$ cat src/rtl/flash_opc_pkg.sv
package flash_opc_pkg;

  typedef enum logic [3:0] {
    ST_IDLE      = 4'd0,
    ST_PROG      = 4'd1,
    ST_WRSR      = 4'd2,
    ST_ERASE     = 4'd3,
    ST_CHIP      = 4'd4,
    ST_SUSP_WAIT = 4'd5,
    ST_SUSP      = 4'd6,
    ST_SUSP_PROG = 4'd7,
    ST_PD_ENTER  = 4'd8,
    ST_PD        = 4'd9,
    ST_RELEASE   = 4'd10
  } fst_e;

  typedef enum logic [3:0] {
    CL_OTHER, CL_RDSR, CL_READ, CL_WEN, CL_WRSR, CL_PROG, CL_SE,
    CL_BE, CL_CE, CL_SUSP, CL_RESUME, CL_PD, CL_REL
  } cls_e;

  typedef enum logic [3:0] {
    ACT_NONE, ACT_WRSR, ACT_PROG, ACT_SE, ACT_BE, ACT_CE,
    ACT_SUSP, ACT_RESUME, ACT_PD, ACT_REL
  } act_e;

  localparam int LN_OP = 0;
  localparam int LN_ER = 1;
  localparam int NLANE = 2;

  function automatic cls_e classify(input logic [7:0] opc);
    case (opc)
      8'h05, 8'h35:                             return CL_RDSR;
      8'h03, 8'h0B, 8'h3B, 8'h6B, 8'hBB, 8'hEB: return CL_READ;
      8'h06, 8'h04:                             return CL_WEN;
      8'h01:                                    return CL_WRSR;
      8'h02, 8'h32:                             return CL_PROG;
      8'h20:                                    return CL_SE;
      8'h52, 8'hD8:                             return CL_BE;
      8'hC7, 8'h60:                             return CL_CE;
      8'h75:                                    return CL_SUSP;
      8'h7A:                                    return CL_RESUME;
      8'hB9:                                    return CL_PD;
      8'hAB:                                    return CL_REL;
      default:                                  return CL_OTHER;
    endcase
  endfunction

  function automatic logic is_busy_st(input fst_e s);
    return (s == ST_PROG) || (s == ST_WRSR) || (s == ST_ERASE) ||
           (s == ST_CHIP) || (s == ST_SUSP_WAIT) || (s == ST_SUSP_PROG);
  endfunction

  function automatic int imax(input int a, input int b);
    return (a > b) ? a : b;
  endfunction

endpackage

$ cat src/rtl/fop_cnt.sv
module fop_cnt #(
  parameter int W = 8
) (
  input  logic         clk_i,
  input  logic         rst_ni,
  input  logic         load_i,
  input  logic [W-1:0] len_i,
  input  logic         run_i,
  output logic         last_o
);
  logic [W-1:0] cnt_q;

  always_ff @(posedge clk_i or negedge rst_ni) begin
    if (!rst_ni)                    cnt_q <= '0;
    else if (load_i)                cnt_q <= len_i;
    else if (run_i && cnt_q != '0)  cnt_q <= cnt_q - W'(1);
  end

  assign last_o = (cnt_q == W'(1));


  cnt_live_chk: assert property (@(posedge clk_i) disable iff (!rst_ni)
    (run_i && !load_i) |-> (cnt_q != '0));


  cnt_hold_chk: assert property (@(posedge clk_i) disable iff (!rst_ni)
    (!run_i && !load_i) |=> $stable(cnt_q));
endmodule

$ cat src/rtl/fop_gate.sv
module fop_gate
  import flash_opc_pkg::*;
(
  input  fst_e state_i,
  input  cls_e cls_i,
  input  logic wel_i,
  input  logic aligned_i,
  input  logic prot_hit_i,
  input  logic any_prot_i,
  input  logic er_last_i,
  output logic ok_o,
  output act_e act_o
);
  logic wr_ok, pe_ok;
  act_e tgt;

  assign wr_ok = wel_i & aligned_i;
  assign pe_ok = wr_ok & ~prot_hit_i;

  always_comb begin
    ok_o = 1'b0;
    tgt  = ACT_NONE;
    case (state_i)
      ST_IDLE: begin
        case (cls_i)
          CL_RDSR, CL_READ, CL_WEN, CL_REL: ok_o = 1'b1;
          CL_WRSR: begin ok_o = wr_ok;                  tgt = ACT_WRSR; end
          CL_PROG: begin ok_o = pe_ok;                  tgt = ACT_PROG; end
          CL_SE:   begin ok_o = pe_ok;                  tgt = ACT_SE;   end
          CL_BE:   begin ok_o = pe_ok;                  tgt = ACT_BE;   end
          CL_CE:   begin ok_o = wr_ok & ~any_prot_i;    tgt = ACT_CE;   end
          CL_PD:   begin ok_o = aligned_i;              tgt = ACT_PD;   end
          default: ok_o = 1'b0;
        endcase
      end
      ST_ERASE: begin
        if (cls_i == CL_RDSR) ok_o = 1'b1;
        else if (cls_i == CL_SUSP && !er_last_i) begin
          ok_o = 1'b1;
          tgt  = ACT_SUSP;
        end
      end
      ST_PROG, ST_WRSR, ST_CHIP, ST_SUSP_WAIT, ST_SUSP_PROG:
        ok_o = (cls_i == CL_RDSR);
      ST_SUSP: begin
        case (cls_i)
          CL_RDSR, CL_READ, CL_WEN, CL_REL: ok_o = 1'b1;
          CL_PROG:   begin ok_o = pe_ok; tgt = ACT_PROG;   end
          CL_RESUME: begin ok_o = 1'b1;  tgt = ACT_RESUME; end
          default:   ok_o = 1'b0;
        endcase
      end
      ST_PD: begin
        if (cls_i == CL_REL) begin
          ok_o = 1'b1;
          tgt  = ACT_REL;
        end
      end
      default: ok_o = 1'b0;
    endcase
    act_o = ok_o ? tgt : ACT_NONE;
  end
endmodule

$ cat src/rtl/flash_op_ctrl.sv
module flash_op_ctrl
  import flash_opc_pkg::*;
#(
  parameter int T_PROG = 12,
  parameter int T_WRSR = 10,
  parameter int T_SE   = 40,
  parameter int T_BE   = 60,
  parameter int T_CE   = 300,
  parameter int T_SUS  = 4,
  parameter int T_DP   = 3,
  parameter int T_RES  = 5
) (
  input  logic       clk_i,
  input  logic       rst_ni,
  input  logic       cmd_valid_i,
  input  logic [7:0] opcode_i,
  input  logic       aligned_i,
  input  logic       wel_i,
  input  logic       prot_hit_i,
  input  logic       any_prot_i,
  output logic       accept_o,
  output logic       reject_o,
  output logic       busy_o,
  output logic [3:0] state_o
);
  localparam int T_MAX = imax(imax(imax(T_PROG, T_WRSR), imax(T_SE, T_BE)),
                              imax(imax(T_CE, T_SUS), imax(T_DP, T_RES)));
  localparam int CW = $clog2(T_MAX + 1);

  fst_e state_q, state_d;
  cls_e cls;
  act_e act;
  logic ok, take, accept_q, reject_q;
  logic [NLANE-1:0] c_load, c_run, c_last;
  logic [CW-1:0]    c_len [NLANE];

  assign cls  = classify(opcode_i);
  assign take = cmd_valid_i & ok;

  fop_gate u_gate (
    .state_i    (state_q),
    .cls_i      (cls),
    .wel_i      (wel_i),
    .aligned_i  (aligned_i),
    .prot_hit_i (prot_hit_i),
    .any_prot_i (any_prot_i),
    .er_last_i  (c_last[LN_ER]),
    .ok_o       (ok),
    .act_o      (act)
  );

  always_comb begin
    state_d       = state_q;
    c_load        = '0;
    c_len[LN_OP]  = '0;
    c_len[LN_ER]  = '0;
    if (take && act != ACT_NONE) begin
      case (act)
        ACT_WRSR: begin state_d = ST_WRSR;  c_load[LN_OP] = 1'b1; c_len[LN_OP] = CW'(T_WRSR); end
        ACT_PROG: begin
          state_d       = (state_q == ST_SUSP) ? ST_SUSP_PROG : ST_PROG;
          c_load[LN_OP] = 1'b1;
          c_len[LN_OP]  = CW'(T_PROG);
        end
        ACT_SE:     begin state_d = ST_ERASE;     c_load[LN_ER] = 1'b1; c_len[LN_ER] = CW'(T_SE);  end
        ACT_BE:     begin state_d = ST_ERASE;     c_load[LN_ER] = 1'b1; c_len[LN_ER] = CW'(T_BE);  end
        ACT_CE:     begin state_d = ST_CHIP;      c_load[LN_OP] = 1'b1; c_len[LN_OP] = CW'(T_CE);  end
        ACT_SUSP:   begin state_d = ST_SUSP_WAIT; c_load[LN_OP] = 1'b1; c_len[LN_OP] = CW'(T_SUS); end
        ACT_RESUME: state_d = ST_ERASE;
        ACT_PD:     begin state_d = ST_PD_ENTER;  c_load[LN_OP] = 1'b1; c_len[LN_OP] = CW'(T_DP);  end
        ACT_REL:    begin state_d = ST_RELEASE;   c_load[LN_OP] = 1'b1; c_len[LN_OP] = CW'(T_RES); end
        default:    state_d = state_q;
      endcase
    end else begin
      case (state_q)
        ST_PROG, ST_WRSR, ST_CHIP, ST_RELEASE:
          if (c_last[LN_OP]) state_d = ST_IDLE;
        ST_SUSP_WAIT, ST_SUSP_PROG:
          if (c_last[LN_OP]) state_d = ST_SUSP;
        ST_PD_ENTER:
          if (c_last[LN_OP]) state_d = ST_PD;
        ST_ERASE:
          if (c_last[LN_ER]) state_d = ST_IDLE;
        default: state_d = state_q;
      endcase
    end
  end

  assign c_run[LN_OP] = (state_q == ST_PROG) || (state_q == ST_WRSR) ||
                        (state_q == ST_CHIP) || (state_q == ST_SUSP_WAIT) ||
                        (state_q == ST_SUSP_PROG) || (state_q == ST_PD_ENTER) ||
                        (state_q == ST_RELEASE);
  // erase time advances only in the erase state; frozen across suspend
  assign c_run[LN_ER] = (state_q == ST_ERASE);

  for (genvar g = 0; g < NLANE; g++) begin : g_lane
    fop_cnt #(.W(CW)) u_cnt (
      .clk_i  (clk_i),
      .rst_ni (rst_ni),
      .load_i (c_load[g]),
      .len_i  (c_len[g]),
      .run_i  (c_run[g]),
      .last_o (c_last[g])
    );
  end

  always_ff @(posedge clk_i or negedge rst_ni) begin
    if (!rst_ni) begin
      state_q  <= ST_IDLE;
      accept_q <= 1'b0;
      reject_q <= 1'b0;
    end else begin
      state_q  <= state_d;
      accept_q <= cmd_valid_i & ok;
      reject_q <= cmd_valid_i & ~ok;
    end
  end

  assign accept_o = accept_q;
  assign reject_o = reject_q;
  assign busy_o   = is_busy_st(state_q);
  assign state_o  = state_q;


  dec_excl_chk: assert property (@(posedge clk_i) disable iff (!rst_ni)
    !(accept_o && reject_o));


  dec_resp_chk: assert property (@(posedge clk_i) disable iff (!rst_ni)
    cmd_valid_i |=> (accept_o ^ reject_o));


  busy_read_chk: assert property (@(posedge clk_i) disable iff (!rst_ni)
    (busy_o && cmd_valid_i && opcode_i == 8'h03) |=> reject_o);


  chip_nosusp_chk: assert property (@(posedge clk_i) disable iff (!rst_ni)
    (state_q == ST_CHIP && cmd_valid_i && opcode_i == 8'h75) |=> reject_o);


  susp_erase_chk: assert property (@(posedge clk_i) disable iff (!rst_ni)
    (state_q == ST_SUSP && cmd_valid_i &&
     (opcode_i == 8'h20 || opcode_i == 8'hD8 || opcode_i == 8'hC7 || opcode_i == 8'h01))
    |=> (reject_o && state_q == ST_SUSP));


  resume_busy_chk: assert property (@(posedge clk_i) disable iff (!rst_ni)
    (state_q == ST_SUSP && cmd_valid_i && opcode_i == 8'h7A) |=> busy_o);


  pd_filter_chk: assert property (@(posedge clk_i) disable iff (!rst_ni)
    (state_q == ST_PD && cmd_valid_i && opcode_i != 8'hAB) |=> (reject_o && state_q == ST_PD));
endmodule

$ cat config.mk
export PLATFORM = sky130hd
export DESIGN_NAME = flash_op_ctrl
export DESIGN_NICKNAME = d
export VERILOG_FILES = /design/src/rtl/flash_opc_pkg.sv /design/src/rtl/fop_cnt.sv /design/src/rtl/fop_gate.sv /design/src/rtl/flash_op_ctrl.sv
export SDC_FILE = /design/constraint.sdc
export NUM_CORES = 1
export LEC_CHECK = 0
export BUFFER_PORTS_ARGS = -buffer_cell sky130_fd_sc_hd__buf_2
export CORE_MARGIN = 2
export CORE_UTILIZATION = 48
export DETAILED_ROUTE_END_ITERATION = 10
export PLACE_DENSITY = 0.67
export SLEW_MARGIN = 20
export SYNTH_ARGS = -nofsm -noshare
export SYNTH_HDL_FRONTEND = slang
export SYNTH_SLANG_ARGS = --single-unit
$ cat constraint.sdc
create_clock -name clk_i -period 3.73 [get_ports clk_i]
set_input_delay 0.1865 -clock clk_i [delete_from_list [all_inputs] [get_ports clk_i]]
set_output_delay 0.1865 -clock clk_i [all_outputs]
set_load 0.01 [all_outputs]
==> run_results.csv <==
group,metric,value,unit
pwr,power_leakage,0.9390,nW
setup_path,r2r_start,"g_lane[1].u_cnt.cnt_q[1]",
routing,dr.pass1.iters,4,
cts,clk_pin_slew_worst_paths,0.09,ns
setup_path,cp_num_buf_inv,1,
cts,worstSkewPairLatency,0.27,ns
die,die_w,74.01,um
synthesis,synth_cells,288,
hold_path,hold_class,"in -> reg",
die,ioPinCount,22,
layout,drive_gt1_frac,0.1716,
sta,hold_violations,0,
sta,setup_tns,0,ns
synthesis,synth_cell_type_count,77,
place,gp_congestion,0.8657,
layout,diodes,0,
sta,fin_ws,0.7470,ns
global_route,antenna_found_initial,0,
setup_path,worstPathRequired,3.90,ns
flow_run,drv_cap,0,
routing,drt-initial-drc-count,102,
sta,fin_skew,0.007779,ns
sta,setup_violations,0,
synthesis,async_reset_ff_frac,1.000,
sta,layout_min_cycle_time,2.983,ns
layout,final_area,2544,um^2
die,core_area,4723,um^2
hold_path,min-delay-start,"cmd_valid_i",
setup_path,cpPeakStageDelay,0.51,ns
sta,fmax,335.2,MHz
sta,rsz0062_at_grt,"false",
pwr,p_per_area,290.0,nW/um^2
global_route,overflow,0,
place,dpl-instance-area,2479,um^2
cts,clock_sinks,24,
layout,final_common_cell,"nor2_1",
setup_path,critPathLaunchType,"flip-flop",
die,die_area,5477,um^2
cts,clock-root-buffer,"clkbuf_8",
pwr,p_int,0.4900,mW
global_route,grt_pass1_vias,1954,
pwr,sequentialPowerShare,0.480,
pwr,power,0.7376,mW
die,chipHeight,74.01,um
synthesis,yosys_warnings,0,
place,port_buffers,21,
synthesis,synth_area,2352,um^2
synthesis,synth-seq-cells,24,
setup_path,crit_type,"reg -> reg",
pwr,net-switching-power,0.2476,mW
layout,final_cell_mix,"nor2_1, dfrtp_1, nand2_1, buf_2",
setup_path,critPathTopFamily,"simple AND/OR/NAND/NOR gates",
place,pre_cts_ws,0.7545,ns
synthesis,syn_nets,307,
synthesis,synth_top_area_frac,0.2553,
pwr,p_clk_frac,0.240,
synthesis,ys.flop_type,"dfrtp_1",
routing,routed_via_density,5.935,
setup_path,r2r-end,"g_lane[1].u_cnt.cnt_q[4]",
routing,drc,0,
synthesis,synthTopCellsByArea,"dfrtp_1, nor2_1, a21oi_1, nand3_1, nand2_1",
sta,relSlewSlack,0.5395,
cts,cts_max_level,1,
sta,final_max_slew_viol_count,0,
pwr,combPwrFrac,0.280,
setup_path,reg2reg_slack,0.75,ns
setup_path,end_kind,"flip-flop",
layout,post-route-util,0.5385,
setup_path,path_cells,"inv_1 -> ha_1 -> or3b_2 -> o31ai_4 -> a21oi_1 -> a31oi_1 -> nor4b_2 -> o31ai_1 -> nor3_4 -> or3_1 -> and3_1",
cts,cts_tree,"done",
hold_path,hold_depth,3,
routing,vias,2196,
die,rows,25,
global_route,grt_max_degree,25,
layout,nNetsFinal,323,
synthesis,post-synth-top-area-cell,"dfrtp_1",
layout,fillerInstances,465,
setup_path,crit_fanout,8,
layout,ff_latch_area,600.6,um^2
global_route,grt_pass1_wl,9059,um
setup_path,crit_slowest_cell,"o31ai_1",
routing,wl,5574,um
setup_path,critPathArrivalTime,3.15,ns
global_route,grt_use_total,0.2103,
layout,multiInputGateArea,1625,um^2
die,start_util,0.4980,
synthesis,synth_edf_count,0,
routing,post_drt_wl_per_cell,15.06,um
pwr,switching_share,0.3357,
cts,cts_buffers,3,
status,status,"finished clean",
cts,clock_path_buffers,2,
cts,cts_resized,0,
sta,finalCritPeriodShare,0.7997,
sta,worst_pin_slew,0.6908,ns
place,dpl.hpwl,4297,um
synthesis,synth_seq_area_share,0.2553,
routing,ant_nets,0,
synthesis,avgSynthCellArea,8.168,um^2
hold_path,hold_end,"reject_o",
pwr,ir_drop,342.7,uV
setup_path,reg2reg_depth,11,
layout,syn_to_final_growth,8.138,%
final cells by class:
class                   count  area share
multi-input cells         238      0.6390
flip-flops and latches     24      0.2361
repair buffers             24     0.05116
well taps                  67     0.03296
clock buffers               4     0.02164
inverters                  13     0.01918
what timing repair did:
action                                  CTS  global route
endpoints found under the hold margin    24             0
endpoints found under the setup margin    0             0
hold buffers                              1             0
setup buffers                             0             0
synthesized netlist by cell type, drive strengths merged, types with 3 or more instances:
cell type	count
inv	13
nand2	22
nor2	37
nand4b	3
a21o	3
a21oi	18
nand4bb	3
xnor2	6
clkbuf	4
xor2	7
o21ai	13
dfrtp	24
ha	4
nor4b	3
o21a	3
a211oi	5
nor4	5
buf	9
nor3	13
o22ai	3
and2	3
nor3b	4
mux2i	4
or3	4
or4	6
nand4	3
nand3	16
nor2b	4
o211ai	5
and3	3
state kept, by name, indices dropped and copies added, names as in the netlist:
name,cells
g_lane.u_cnt.cnt_q,18
state_o,4
accept_o,1
reject_o,1
metrics by stage:
step                      instances  hold slack (ns)
after floorplan                 288          -0.1091
after global placement          365           0.1959
after detailed placement        365           0.2094
after CTS                       370           0.2368
after global routing            370           0.2552
final                           370           0.2429
worst reg2reg max path, delay by kind of cell (launching register included):
family                   cells  cell delay, ns
buffers and inverters        1            0.09
AND/OR/NAND/NOR              5            1.20
adder cells (fa/ha/maj)      1            0.14
flip-flops                   1            0.41
AO/OA/AOI/OAI                4            1.06
layer usage:
metal	vias to the layer above	GRT usage	share of wire	routed length [um]
met5	-	0	0	0
met4	0	0.07071	0.015	82
met3	8	0.01897	0.033	186
met2	46	0.3502	0.49	2707
met1	1033	0.2885	0.47	2598
li1	1109	-	-	-
power groups by stage:
stage               combinational, mW  sequential [mW]  clock, mW
detailed placement              0.205            0.359          0
global route                    0.235            0.364      0.193
CTS                             0.208            0.354      0.185
floorplan                       0.160            0.347          0
finish                          0.206            0.354      0.177
global placement                0.204            0.357          0
how the worst max path moves through the flow:
| stage | startpoint | end | cells past startpoint |
|---|---|---|---|
| floorplan | g_lane[1].u_cnt.cnt_q[1] | g_lane[0].u_cnt.cnt_q[0] | 11 |
| global placement | opcode_i[5] | g_lane[0].u_cnt.cnt_q[3] | 10 |
| detailed placement | g_lane[1].u_cnt.cnt_q[1] | g_lane[1].u_cnt.cnt_q[4] | 11 |
| CTS | g_lane[1].u_cnt.cnt_q[1] | g_lane[1].u_cnt.cnt_q[4] | 11 |
| global route | g_lane[1].u_cnt.cnt_q[1] | g_lane[1].u_cnt.cnt_q[4] | 11 |
| finish | g_lane[1].u_cnt.cnt_q[1] | g_lane[1].u_cnt.cnt_q[4] | 11 |
logic make-up (layout without fill, tap and decap cells):
kind of cell               Yosys count  after routing  synth area share
AOI/OAI and AO/OA                   73             73            0.2442
xor gates and xnor gates            13             13           0.04840
adders and majority gates            4              4           0.02128
buffers and inverters               26             41           0.05372
DFF                                 24             24            0.2553
muxes                                4              4           0.01862
and+or+nand+nor                    144            144            0.3585
(Power assumes the default switching activity.)
